===== src/rtl/sas_pkg.sv =====
// Package: shared widths and the frame type of the serial angle shifter.
// Assumes: a 16-bit frame made of a data field followed by four status bits.
package sas_pkg;
    localparam int DATA_W  = 12;
    localparam int STAT_W  = 4;
    localparam int FRAME_W = DATA_W + STAT_W;
    localparam int SYNC_STAGES = 2;

    typedef logic [FRAME_W-1:0] frame_t;
endpackage


===== src/rtl/sas_sync.sv =====
// Module: multi-stage synchroniser for one asynchronous level.
// Assumes: the input holds each level for longer than STAGES system clocks.
//          IDLE is the reset value and matches the line's idle level.
module sas_sync #(
    parameter int   STAGES = 2,
    parameter logic IDLE   = 1'b1
) (
    input  logic clk,
    input  logic rst_n,
    input  logic din,
    output logic dout
);
    logic [STAGES-1:0] chain;

    // Move the level through the flop chain one stage per clock.
    always_ff @(posedge clk) begin
        if (!rst_n) chain <= {STAGES{IDLE}};
        else        chain <= {chain[STAGES-2:0], din};
    end

    assign dout = chain[STAGES-1];
endmodule


===== src/rtl/sas_frame_pack.sv =====
// Module: builds the output frame from the word, the tag, the two flags and odd parity.
// Assumes: the inputs are stable on the clock in which the shifter loads.
module sas_frame_pack
    import sas_pkg::*;
#(
    parameter int DW = DATA_W
) (
    input  logic          clk,
    input  logic          rst_n,
    input  logic [DW-1:0] word,
    input  logic          tag,
    input  logic          deg,
    input  logic          lost,
    output frame_t        frame
);
    logic [DW+2:0] body;

    // Put the data word and the three status bits together, then add the parity bit.
    always_comb begin
        body  = {word, tag, deg, lost};
        frame = {body, ~(^body)};
    end

    // the frame always carries an odd number of ones.
    p_odd_ones_r2: assert property (@(posedge clk) disable iff (!rst_n)
        (($countones(frame) % 2) == 1));
endmodule


===== src/rtl/sas_shifter.sv =====
// Module: frame shift register plus a registered output enable.
// Assumes: load and shift are one-clock pulses; when both are high, load wins.
module sas_shifter
    import sas_pkg::*;
(
    input  logic   clk,
    input  logic   rst_n,
    input  logic   load,
    input  logic   shift,
    input  logic   oe_next,
    input  frame_t frame,
    output logic   so_bit,
    output logic   so_en
);
    frame_t shreg;

    // Load a new frame, or shift left and fill from below with zeros.
    always_ff @(posedge clk) begin
        if (!rst_n)     shreg <= '0;
        else if (load)  shreg <= frame;
        else if (shift) shreg <= {shreg[FRAME_W-2:0], 1'b0};
    end

    // Register the output enable so that it changes on the same edge as the data.
    always_ff @(posedge clk) begin
        if (!rst_n) so_en <= 1'b0;
        else        so_en <= oe_next;
    end

    assign so_bit = shreg[FRAME_W-1];

    // a load puts the new frame's top bit on the output.
    p_load_top_r3: assert property (@(posedge clk) disable iff (!rst_n)
        load |=> (so_bit == $past(frame[FRAME_W-1])));
    // a shift brings the next lower bit to the top.
    p_shift_next_r4: assert property (@(posedge clk) disable iff (!rst_n)
        (shift && !load) |=> (so_bit == $past(shreg[FRAME_W-2])));
    // an emptied register stays zero until the next load.
    p_zero_fill_r5: assert property (@(posedge clk) disable iff (!rst_n)
        ((shreg == '0) && !load) |=> (shreg == '0));
endmodule


===== src/rtl/serial_angle_shifter.sv =====
// Module: top of the serial angle shifter. It synchronises the host strobes,
// detects the edges of rd_n and sclk, and drives the frame packer and the shifter.
// Assumes: clk runs at least 4x the sclk rate, and each sclk level lasts 2 or more clocks.
module serial_angle_shifter
    import sas_pkg::*;
(
    input  logic              clk,
    input  logic              rst_n,
    input  logic              sclk,
    input  logic              rd_n,
    input  logic              cs_n,
    input  logic [DATA_W-1:0] word_in,
    input  logic              pos_tag,
    input  logic              deg_flag,
    input  logic              trk_lost,
    output logic              so_data,
    output logic              so_oe
);
    localparam int          NSYNC = 3;
    localparam logic [NSYNC-1:0] IDLE_LVL = 3'b111;   // cs_n, rd_n and sclk all idle high

    logic [NSYNC-1:0] raw_in, sync_lvl;
    logic sclk_s, rd_s, cs_s;
    logic sclk_q, rd_q;
    logic rd_fall, sclk_rise, load, shift, oe_next;
    frame_t frame;

    assign raw_in = {cs_n, rd_n, sclk};

    genvar gi;
    generate
        for (gi = 0; gi < NSYNC; gi++) begin : g_sync
            sas_sync #(.STAGES(SYNC_STAGES), .IDLE(IDLE_LVL[gi])) u_sync (
                .clk(clk), .rst_n(rst_n), .din(raw_in[gi]), .dout(sync_lvl[gi])
            );
        end
    endgenerate

    assign {cs_s, rd_s, sclk_s} = sync_lvl;

    // Keep the previous synchronised levels for edge detection.
    always_ff @(posedge clk) begin
        if (!rst_n) begin
            sclk_q <= 1'b1;
            rd_q   <= 1'b1;
        end else begin
            sclk_q <= sclk_s;
            rd_q   <= rd_s;
        end
    end

    // Turn the edges into load, shift and output-enable controls.
    always_comb begin
        rd_fall   = rd_q & ~rd_s;
        sclk_rise = ~sclk_q & sclk_s;
        load      = rd_fall & ~cs_s;
        shift     = sclk_rise & ~rd_s;
        oe_next   = ~rd_s & ~cs_s;
    end

    sas_frame_pack #(.DW(DATA_W)) u_pack (
        .clk(clk), .rst_n(rst_n), .word(word_in), .tag(pos_tag),
        .deg(deg_flag), .lost(trk_lost), .frame(frame)
    );

    sas_shifter u_shift (
        .clk(clk), .rst_n(rst_n), .load(load), .shift(shift),
        .oe_next(oe_next), .frame(frame), .so_bit(so_data), .so_en(so_oe)
    );

    // the output is disabled one clock after the synchronised rd_n or cs_n is high.
    p_oe_off_r6: assert property (@(posedge clk) disable iff (!rst_n)
        (rd_s || cs_s) |=> !so_oe);
    // when both edges coincide, the load wins and bit 15 is kept.
    p_coincide_load_r7: assert property (@(posedge clk) disable iff (!rst_n)
        (rd_fall && sclk_rise && !cs_s) |=> (so_data == $past(frame[FRAME_W-1])));
    // the output stays disabled for the clock after a reset.
    p_reset_quiet_r8: assert property (@(posedge clk)
        !rst_n |=> !so_oe);
endmodule


===== config.mk =====
export PLATFORM = sky130hd
export DESIGN_NAME = serial_angle_shifter
export DESIGN_NICKNAME = d
export VERILOG_FILES = /design/src/rtl/sas_pkg.sv /design/src/rtl/sas_sync.sv /design/src/rtl/sas_frame_pack.sv /design/src/rtl/sas_shifter.sv /design/src/rtl/serial_angle_shifter.sv
export SDC_FILE = /design/constraint.sdc
export NUM_CORES = 1
export LEC_CHECK = 0
export BUFFER_PORTS_ARGS = -buffer_cell sky130_fd_sc_hd__buf_4
export CAP_MARGIN = 20
export CORE_MARGIN = 10
export CORE_UTILIZATION = 57
export DETAILED_ROUTE_END_ITERATION = 10
export PLACE_DENSITY = 0.82
export SETUP_SLACK_MARGIN = 0.1
export SLEW_MARGIN = 15
export SYNTH_ARGS = -nofsm -noshare
export SYNTH_HDL_FRONTEND = slang
export SYNTH_SLANG_ARGS = --single-unit
export TNS_END_PERCENT = 50

===== constraint.sdc =====
create_clock -name clk -period 2 [get_ports clk]
set_input_delay 0.4 -clock clk [delete_from_list [all_inputs] [get_ports clk]]
set_output_delay 0.4 -clock clk [all_outputs]
set_load 0.02 [all_outputs]

-- Word-level counts from Yosys, hierarchy flattened
Cells that the tools add are included.
- bits in registers: 25
- bits in latches: 0
- RAM bits: 0
- ROM bits: 0
- input bits: 20
- output and inout bits: 2
- logic and storage cells: 20
- memories: 0
- add/sub/neg operators: 0
- multipliers: 0
- div/mod/pow operators: 0
- $lt $le $gt $ge: 0
- equality and inequality tests: 0
- shifts and indexed selects: 0
- multiplexer cells: 2
- bitwise gates (word level): 9
- reduce and logical (&&, ||, !) cells: 2
- operators with widths (cell ; count):
    $mux W16 ; 2
    $reduce_xor A15 Y1 ; 1
    $and A1 B1 Y1 ; 5
    $not A1 Y1 ; 4
    $reduce_bool A2 Y1 ; 1

-- Longest topological paths before layout
Gate-level depths: netlist (run 1).
- word-level depth: 5
- mapped depth: 7
- mapped depth without buffers: 4

-- Cells and area by module
From an unflattened synthesis (run 1), not the netlist that was laid out.
- cells, all modules: 118
- area total of the unflattened synthesis: 1355.0 µm²
- by module, submodules not included (module ; instances ; cells an instance ; area each (µm²) ; seq. area each (µm²)):
    sas_shifter ; 1 ; 73 ; 875.8 ; 340.3
    sas_frame_pack ; 1 ; 26 ; 250.2 ; 0.0
    sas_sync ; 3 ; 4 ; 52.6 ; 40.0
    serial_angle_shifter ; 1 ; 7 ; 71.3 ; 40.0

-- Least setup slack after synthesis (run 1)
No wires, ideal clock.
- kind: input port to flip-flop
- start point: input word_in[8]
- end point: register u_shift.shreg[0]
- library setup time: 75 ps
- arrival: 1309 ps
- required time: 1925 ps
- slack: 616 ps
- stages on the path: 4
- path buffers: 0
- cells stage by stage: xnor3_1 > xnor3_1 > xnor3_1 > o22ai_1
- word-level cells in the longest chain between the ends: 3
- RTL lines (item ; RTL line ; text):
    start, declared ; serial_angle_shifter.sv:12 ; input logic [DATA_W-1:0] word_in,
    $reduce_xor A15 Y1 ; sas_frame_pack.sv:21 ; frame = {body, ~(^body)};
    $not A1 Y1 ; sas_frame_pack.sv:21 ;
    $mux W16 ; sas_shifter.sv:20 ; else if (load) shreg <= frame;
    end signal, assigned ; sas_shifter.sv:20 ;
    end signal, assigned ; sas_shifter.sv:21 ; else if (shift) shreg <= {shreg[FRAME_W-2:0], 1'b0};
    end, declared ; sas_shifter.sv:15 ; frame_t shreg;
Every way passes these cells.
A chain may end at the register's enable or synchronous reset.

-- Final worst setup path (run 1)
- start point: register g_sync[2].u_sync.chain[1]
- end point: register u_shift.shreg[11]
- word-level cells in the longest chain between the ends: 3
- elaborated cells between the ends (all ways): 4
- those cells by class: 1 x mux; 2 x bitwise; 1 x reduce/logical
- RTL lines (item ; RTL line ; text):
    start, declared ; sas_sync.sv:13 ; logic [STAGES-1:0] chain;
    start signal, assigned ; sas_sync.sv:17 ; if (!rst_n) chain <= {STAGES{IDLE}};
    start signal, assigned ; sas_sync.sv:18 ; else chain <= {chain[STAGES-2:0], din};
    $not A1 Y1 (*) ; serial_angle_shifter.sv:56 ; load = rd_fall & ~cs_s;
    $and A1 B1 Y1 (*) ; serial_angle_shifter.sv:56 ;
    $mux W16 or $reduce_bool A2 Y1 (tied branches) ; n/a ;
Mark *: on every way between the ends. The rest lies on a longest branch, timed or not.

==> metrics.md, run 1 <==
| Metric | Value |
|---|---|
| Syn_nets | `124` |
| Global-route wire length before repair | `3.318 mm` |
| Crit-path cells | `nor3b_2, buf_4, buf_4, mux2i_1, nand2_1, o211a_1` |
| Switch share | `0.2237` |
| Worst slew margin | `0.8045` |
| Fin crit share | `0.7399` |
| CTS max path bufs | `2` |
| Clock sink total | `25` |
| Die width | `around 65 µm` |
| Mapped Area | `1145 µm²` |
| Final RePlAce weighted congestion | `approximately 0.72` |
| H-tree depth | `1` |
| Clk slew on worst S/H paths | `130 ps` |
| Synthesized flop and latch total | `25` |
| Final worst clock skew | `2.528 ps` |
| Placeable Area | `around 1900 µm²` |
| Post-synth cell types | `17` |
| Share of layout cells above drive strength 1 | `0.2339` |
| Register area share after synthesis | `0.4372` |
| Largest net degree at the start of global routing | `32` |
| Post-CTS Resized | `0` |
| Worst path arrival time | `1700 ps` |
| Pint | `between 600 and 700 µW` |
| Worst path max stage delay | `~350 ps` |
| Die area | `4201 µm²` |
| Final Setup Violations | `0` |
| Fin. Hold Viols | `0` |
| Top cell by count, worst path | `buf_4` |
| Fmax | `roughly 680 MHz` |
| Setup ws final | `520.3 ps` |
| Pre-antenna DRT Iters | `4` |
| Layout overhead on the synthesized area | `16.18%` |
| ANT cells | `0` |
| Clock power share | `0.251` |
| Vias in the first global route | `812` |
| Nets | `roughly 150` |
| Synthesis Warnings | `0` |
| Hold Path Class | `in -> reg` |
| Initial DRC Count | `37` |
| MaxCap Viol Count | `0` |
| Leak Pwr | `just under 0.0007 µW` |
| Detail Route Antenna Nets | `0` |
| Critical Path Sink Type | `flop` |
| Max-slew violations | `0` |
| Startpoint types | `flop` |
| Setup repair after global routing missed its margin | `false` |
| TritonCTS clock tree | `done` |
| Total Wirelength | `2.002 mm` |
| Min cycle time layout | `around 1500 ps` |
| Post-DR vias/cell | `5.106` |
| Post-Synthesis Cells | `about 100` |
| Grt ovf | `0` |
| Post-CTS Setup Bufs | `0` |
| Total track usage | `0.09789` |
| DP HPWL | `1.502 mm` |
| Later-pin clock latency in the skew report | `310 ps` |
| Sequential Power Share | `0.597` |
| Setup_tns | `0 ps` |
| Combinational fraction of design power | `0.152` |
| Mean Syn Cell Area | `about 11 µm²` |
| DRC Markers | `0` |
| CP required | `roughly 2200 ps` |
| Initial Utilization | `0.5896` |
| Status | `completed` |
| Die Ht | `64.82 µm` |
| Wire per inst | `13.26 µm` |
| Slew @ Worst Pin | `293.3 ps` |
| Power per cell area | `650.1 nW/µm²` |
| Setup CP Type | `reg -> reg` |
| Ports | `22` |
| # port buffers | `21` |
| Total CTS buffers | `3` |
| Minimum hold slack | `260.5 ps` |
| Place WS | `roughly 480 ps` |
| CTS hold repair buffers | `0` |
| Placement Rows | `16` |
| Psw | `roughly 190 µW` |
| Vias | `771` |
| Max rail drop VDD | `0.0005494 V` |
| CP max stage cell | `dfxtp_1` |
| Reg2reg setup slack | `520 ps` |
| Initial antenna violation count | `0` |
| Root buf cell | `clkbuf_4` |
| CP Max Fanout | `11` |
layout make-up:
class,count,area [µm²]
clock inverters,1,5.005
clock buffers,3,22.52
flip-flops and latches,25,500.5
fillers,163,611.8
repair buffers,24,180.2
well taps,27,33.78
multi-input cells,71,588.1
flip-flops by register name (all words and copies together) (netlist names):
signal,cells
g_sync.u_sync.chain,6
rd_q,1
sclk_q,1
u_shift.shreg,16
u_shift.so_en,1
cell usage in the layout (no fill, tap or decap), drive strengths merged, types with 2 or more instances in the layout:
master	instances
buf	24
clkbuf	3
dfxtp	25
mux2i	15
nand2	17
nand2b	8
nor3b	2
o211a	15
xnor2	7
xnor3	3
routing by layer:
layer,global-route usage,share of wire,vias up
li1,-,-,398
met1,0.1138,0.48,355
met2,0.1564,0.47,14
met3,0.03436,0.039,4
met4,0.04813,0.015,0
met5,0,0,-
per-stage QoR:
| stage | utilization | instance area [µm²] | power [µW] | instances |
|---|---|---|---|---|
| final | 0.6849 | 1330 | 864.6 | 151 |
| after CTS | 0.6849 | 1330 | 878.8 | 151 |
| after detailed placement | 0.6707 | 1303 | 660.1 | 147 |
| after global placement | 0.6707 | 1303 | 656.0 | 147 |
| after floorplan | - | 1145 | 614.1 | 104 |
| after global routing | 0.6849 | 1330 | 903.0 | 151 |
power groups by stage:
stage,sequential [µW],combinational (µW),clock (µW)
floorplan,526,87.9,0
global placement,527,129,0
detailed placement,528,133,0
CTS,516,133,229
global route,518,144,241
finish,516,132,217
synth_stat cells, drive strengths merged:
cell    instances  area share
nor2            1      0.0033
or2             1      0.0055
buf             5       0.040
xnor2           7       0.054
o211a          15        0.13
nor3b           2       0.013
nand2          17       0.056
xor2            1      0.0077
dfxtp          25        0.44
xnor3           3       0.059
clkbuf          3       0.013
nand2b          8       0.044
o22ai           1      0.0055
mux2i          15        0.13
cells by family (layout without fill, tap and decap cells):
| logic type | after synthesis | in the layout | synth area share |
|---|---|---|---|
| AO/OA/AOI/OAI | 16 | 16 | 0.1366 |
| flip-flops | 25 | 25 | 0.4372 |
| XOR/XNOR | 11 | 11 | 0.1202 |
| AND/OR/NAND/NOR | 29 | 29 | 0.1213 |
| buffers and inverters | 8 | 28 | 0.05355 |
| multiplexers | 15 | 15 | 0.1311 |
worst max-delay path, delay by kind of cell, from the launching register on:
kind                   cells  cell delay, ps
buffers and inverters      2             410
DFF                        1             350
and+or+nand+nor            2             250
muxes                      1             250
AOI/OAI and AO/OA          1             130
worst paths after layout:
kind                        startpoint                        end  cells after the start
max          g_sync[2].u_sync.chain[1]          u_shift.shreg[11]                      6
min                               sclk  g_sync[0].u_sync.chain[0]                      2
max reg2reg  g_sync[2].u_sync.chain[1]          u_shift.shreg[11]                      6
min reg2reg  g_sync[0].u_sync.chain[0]  g_sync[0].u_sync.chain[1]                      1
Power figures use the tool's default switching activity.
==> run 2: changes to the inputs <==
CORE_UTILIZATION = 53   (was 57)
PLACE_DENSITY = 0.77   (was 0.82)
clock period = 1.5 ns   (was 2 ns; I/O delays follow)
==> run 2 against run 1 <==
Against the previous run: combinational power grew 38%; via count shrank 0.13%; clock power is 35% higher; critical path depth fell by 1; worst setup slack lost 350 ps; maximum frequency up 11%; total power increased by 35%; clock skew increased by 4.1 ps; highest routed layer unchanged.
==> metrics.md, run 2 (same netlist as run 1, synthesis figures left out) <==
| Metric | Value |
|---|---|
| Wire per inst | `between 10 and 15 µm` |
| Hold Path Class | `in -> reg` |
| Vias in the first global route | `around 800` |
| # port buffers | `21` |
| Commonest non-fill, non-tap cell in the layout | `dfxtp_1` |
| Detail Route Antenna Nets | `0` |
| Max reg flops | `16` |
| Largest net degree at the start of global routing | `32` |
| Post-route design area | `1343 µm²` |
| Ports | `22` |
| TritonCTS clock tree | `done` |
| Post-CTS Setup Bufs | `0` |
| Final worst clock skew | `6.622 ps` |
| Post-CTS Resized | `0` |
| Top flop regs | `u_shift.shreg (16), g_sync.u_sync.chain (6)` |
| Hold Crit Depth | `2` |
| H-tree depth | `1` |
| Vias | `just under 800` |
| Fin crit share | `0.8888` |
| Total CTS buffers | `3` |
| Grt ovf | `0` |
| Global-route wire length before repair | `3.229 mm` |
| Final RePlAce weighted congestion | `0.7282` |
| Setup repair after global routing missed its margin | `true` |
| Power per cell area | `866.9 nW/µm²` |
| Cell count of the worst reg-to-reg path | `5` |
| Min cycle time layout | `1333 ps` |
| Setup_tns | `0 ps` |
| Total track usage | `0.09382` |
| Final Setup Violations | `0` |
| Worst slew margin | `0.8094` |
| Total Wirelength | `2.084 mm` |
| Layout overhead on the synthesized area | `17.27%` |
| Share of layout cells above drive strength 1 | `0.2339` |
| CP Max Fanout | `7` |
| DP HPWL | `1.548 mm` |
| Leak Pwr | `0.0006836 µW` |
| Initial DRC Count | `34` |
| CP required | `1720 ps` |
| Die width | `66.48 µm` |
| Root buf cell | `clkbuf_4` |
| Pre-antenna DRT Iters | `4` |
| Die area | `4419 µm²` |
| Later-pin clock latency in the skew report | `320 ps` |
| ANT cells | `0` |
| Setup CP Type | `reg -> reg` |
| CTS max path bufs | `2` |
| Minimum hold slack | `approximately 150 ps` |
| DRC Markers | `0` |
| Fin. Hold Viols | `0` |
| Setup ws final | `166.8 ps` |
| Place WS | `about 35 ps` |
| Max-slew violations | `0` |
| Placement Rows | `16` |
| Slew @ Worst Pin | `283.9 ps` |
| Clk slew on worst S/H paths | `130 ps` |
| Die Ht | `66.48 µm` |
| Register with the most flip-flops | `u_shift.shreg` |
| Worst path arrival time | `1560 ps` |
| Nets | `145` |
| Initial antenna violation count | `0` |
| Critical Path Sink Type | `flop` |
| Clock sink total | `25` |
| Startpoint types | `flop` |
| Fmax | `750.1 MHz` |
| Placeable Area | `2002 µm²` |
| Commonest cells after routing, fill and taps aside | `dfxtp_1, buf_4, nand2_1, mux2i_1, o211a_1` |
| Post-DR vias/cell | `5.099` |
| Placement Cell Area | `around 1300 µm²` |
| MaxCap Viol Count | `0` |
| Initial Utilization | `0.5719` |
| Max rail drop VDD | `0.0006100 V` |
| Status | `completed` |
| CTS hold repair buffers | `0` |
[run 2: changes by cell type in the layout (fill, tap and decap cells not counted)]
cell    delta
buf_4      -1
buf_12     +1
[run 2: critical path, stage by stage (launching register included)]
cell	delay [ps]
dfxtp_1	340
nor3b_2	240
buf_4	220
mux2i_1	230
nand2_1	80
o211a_1	120
[run 2: where the power goes]
part / switching [µW] / internal [µW]
Combinational: 66.2 / 116
Clock: 194 / 99.8
Sequential: 7.20 / 681
[run 2: routing by layer]
| metal | share of wire | vias up | routed length [µm] | track usage |
|---|---|---|---|---|
| li1 | - | 398 | - | - |
| met1 | 0.43 | 349 | 890 | 0.09275 |
| met2 | 0.50 | 19 | 1036 | 0.1663 |
| met3 | 0.065 | 4 | 135 | 0.03679 |
| met4 | 0.010 | 0 | 21 | 0.04712 |
| met5 | 0 | - | 0 | 0 |
[run 2: metrics by stage]
stage | util | total power [µW] | cells
detailed placement | 0.6569 | 888.6 | 147
global route | 0.6706 | 1213 | 151
CTS | 0.6706 | 1182 | 151
global placement | 0.6569 | 876.4 | 147
finish | 0.6706 | 1164 | 151
floorplan | - | 818.8 | 104
[run 2: final timing paths]
| check | slack, ps | from | endpoint |
|---|---|---|---|
| worst max register to register | 170 | g_sync[2].u_sync.chain[1] | u_shift.shreg[14] |
| worst min register to register | 420 | g_sync[1].u_sync.chain[0] | g_sync[1].u_sync.chain[1] |
| worst min-delay path | 150 | sclk | g_sync[0].u_sync.chain[0] |
| worst max-delay path | 170 | g_sync[2].u_sync.chain[1] | u_shift.shreg[14] |
[run 2: area by class of cell]
cell class / instances / area (µm²)
fillers: 169 / 659.4
multi-input cells: 71 / 588.1
flip-flops and latches: 25 / 500.5
repair buffers: 24 / 192.7
well taps: 27 / 33.78
clock buffers: 3 / 22.52
clock inverters: 1 / 5.005
==> run 3: changes to the inputs <==
RECOVER_POWER = 25   (was unset)
==> run 3 against run 2 <==
Against the previous run: register-to-register slack hardly changed; largest power group unchanged; critical path depth stayed put; clock power about the same; critical path type unchanged; first-iteration DRC count increased by 2.9%; largest cell class unchanged.
==> metrics.md, run 3 (same netlist as run 1, synthesis figures left out) <==
| Metric | Value |
|---|---|
| Register with the most flip-flops | `u_shift.shreg` |
| Commonest cells after routing, fill and taps aside | `dfxtp_1, buf_4, nand2_1, mux2i_1, o211a_1` |
| MaxCap Viol Count | `0` |
| Hold Path Class | `in -> reg` |
| Clock sink total | `25` |
| CP startpoint | `g_sync[2].u_sync.chain[1]` |
| ANT cells | `0` |
| Minimum hold slack | `147.3 ps` |
| Min cycle time layout | `approximately 1300 ps` |
| Total Wirelength | `around 2.1 mm` |
| Vias | `777` |
| Fmax | `749.9 MHz` |
| Max reg flops | `16` |
| Worst slew margin | `0.2946` |
| Ports | `22` |
| Sequential Power Share | `0.590` |
| Psw | `270.5 µW` |
| Fin util | `0.6688` |
| Combinational fraction of design power | `0.155` |
| Detail Route Antenna Nets | `0` |
| Wire per inst | `13.84 µm` |
| Setup CP Type | `reg -> reg` |
| Vias in the first global route | `roughly 800` |
| Clock power share | `0.255` |
| Max-slew violations | `0` |
| Reg-to-Reg Start | `g_sync[2].u_sync.chain[1]` |
| Initial DRC Count | `35` |
| CP Max Fanout | `7` |
| CP required | `1720 ps` |
| Placeable Area | `2002 µm²` |
| DRC Markers | `0` |
| Worst path max stage delay | `approximately 340 ps` |
| Total track usage | `0.09382` |
| Status | `completed` |
| Pint | `895.6 µW` |
| CP max stage cell | `dfxtp_1` |
| Final RePlAce weighted congestion | `0.7282` |
| Nets | `145` |
| Post-CTS Resized | `0` |
| Initial Utilization | `0.5719` |
| Post-DR vias/cell | `5.146` |
| Fin. Hold Viols | `0` |
| Fin crit share | `0.8890` |
| Critical Path Sink Type | `flop` |
| Total CTS buffers | `3` |
| Worst path arrival time | `1560 ps` |
| Leak Pwr | `0.0006800 µW` |
| Final Setup Violations | `0` |
| Place WS | `34.90 ps` |
| Layout overhead on the synthesized area | `16.94%` |
| Commonest non-fill, non-tap cell in the layout | `dfxtp_1` |
| Setup ws final | `166.4 ps` |
| Min-delay src | `sclk` |
| Startpoint types | `flop` |
| Setup repair after global routing missed its margin | `true` |
| Max rail drop VDD | `around 0.0006 V` |
| Power per cell area | `between 800 and 900 nW/µm²` |
| Top flop regs | `u_shift.shreg (16), g_sync.u_sync.chain (6)` |
| DP HPWL | `around 1.5 mm` |
| CTS max path bufs | `2` |
| Setup_tns | `0 ps` |
| # port buffers | `21` |
| Switch share | `0.2319` |
| Die Ht | `about 66 µm` |
| Pre-antenna DRT Iters | `5` |
| Largest net degree at the start of global routing | `32` |
| Clk slew on worst S/H paths | `140 ps` |
| Die area | `around 4400 µm²` |
| Post-CTS Setup Bufs | `0` |
| Grt ovf | `0` |
| Root buf cell | `clkbuf_4` |
| Final worst clock skew | `about 8.5 ps` |
| Placement Rows | `16` |
| Share of layout cells above drive strength 1 | `0.2258` |
| Slew @ Worst Pin | `1058 ps` |
| Initial antenna violation count | `0` |
| TritonCTS clock tree | `done` |
| Later-pin clock latency in the skew report | `320 ps` |
| Global-route wire length before repair | `3.229 mm` |
| Total power | `1166 µW` |
| H-tree depth | `1` |
| CTS hold repair buffers | `0` |
| Crit-path cells | `nor3b_2, buf_4, mux2i_1, nand2_1, o211a_1` |
| Die width | `~66 µm` |
[run 3: cell types whose count changed in the layout (fill, tap and decap cells not counted), sizes merged]
cell	before	now
clkbuf	3	4
buf	24	23
[run 3: through the flow]
step,std cells,area [µm²]
after floorplan,104,1145
after global placement,147,1315
after detailed placement,147,1315
after CTS,151,1343
after global routing,151,1339
final,151,1339
[run 3: final timing paths]
| path | endpoint | slack, ps | cells past startpoint |
|---|---|---|---|
| max | u_shift.shreg[14] | 170 | 5 |
| min | g_sync[0].u_sync.chain[0] | 150 | 2 |
| max reg2reg | u_shift.shreg[14] | 170 | 5 |
| min reg2reg | g_sync[1].u_sync.chain[1] | 420 | 1 |
[run 3: critical path: cells and delay by family, from the launching register on]
family | cells | cell delay (ps)
and+or+nand+nor | 2 | 320
muxes | 1 | 230
AOI/OAI and AO/OA | 1 | 120
DFF | 1 | 340
buffers and inverters | 1 | 220
[run 3: power groups by stage]
| stage | logic, µW | clock network [µW] | registers, µW |
|---|---|---|---|
| 4_1_cts | 184 | 309 | 688 |
| 3_3_place_gp | 174 | 0 | 702 |
| 6_report | 181 | 297 | 688 |
| 3_5_place_dp | 185 | 0 | 703 |
| 5_1_grt | 194 | 328 | 690 |
| 2_1_floorplan | 117 | 0 | 702 |
[run 3: final cells by class]
| cell class | instances | area (µm²) |
|---|---|---|
| Clock buffer | 3 | 22.52 |
| Multi-Input combinational cell | 71 | 588.1 |
| Tap cell | 27 | 33.78 |
| Fill cell | 171 | 663.1 |
| Clock inverter | 1 | 5.005 |
| Timing Repair Buffer | 24 | 188.9 |
| Sequential cell | 25 | 500.5 |
[run 3: per-layer routing]
layer | global-route usage | routed length [µm] | share of wire
met1 | 0.09275 | 895 | 0.43
met2 | 0.1663 | 1037 | 0.50
met3 | 0.03679 | 136 | 0.065
met4 | 0.04712 | 21 | 0.010
met5 | 0 | 0 | 0
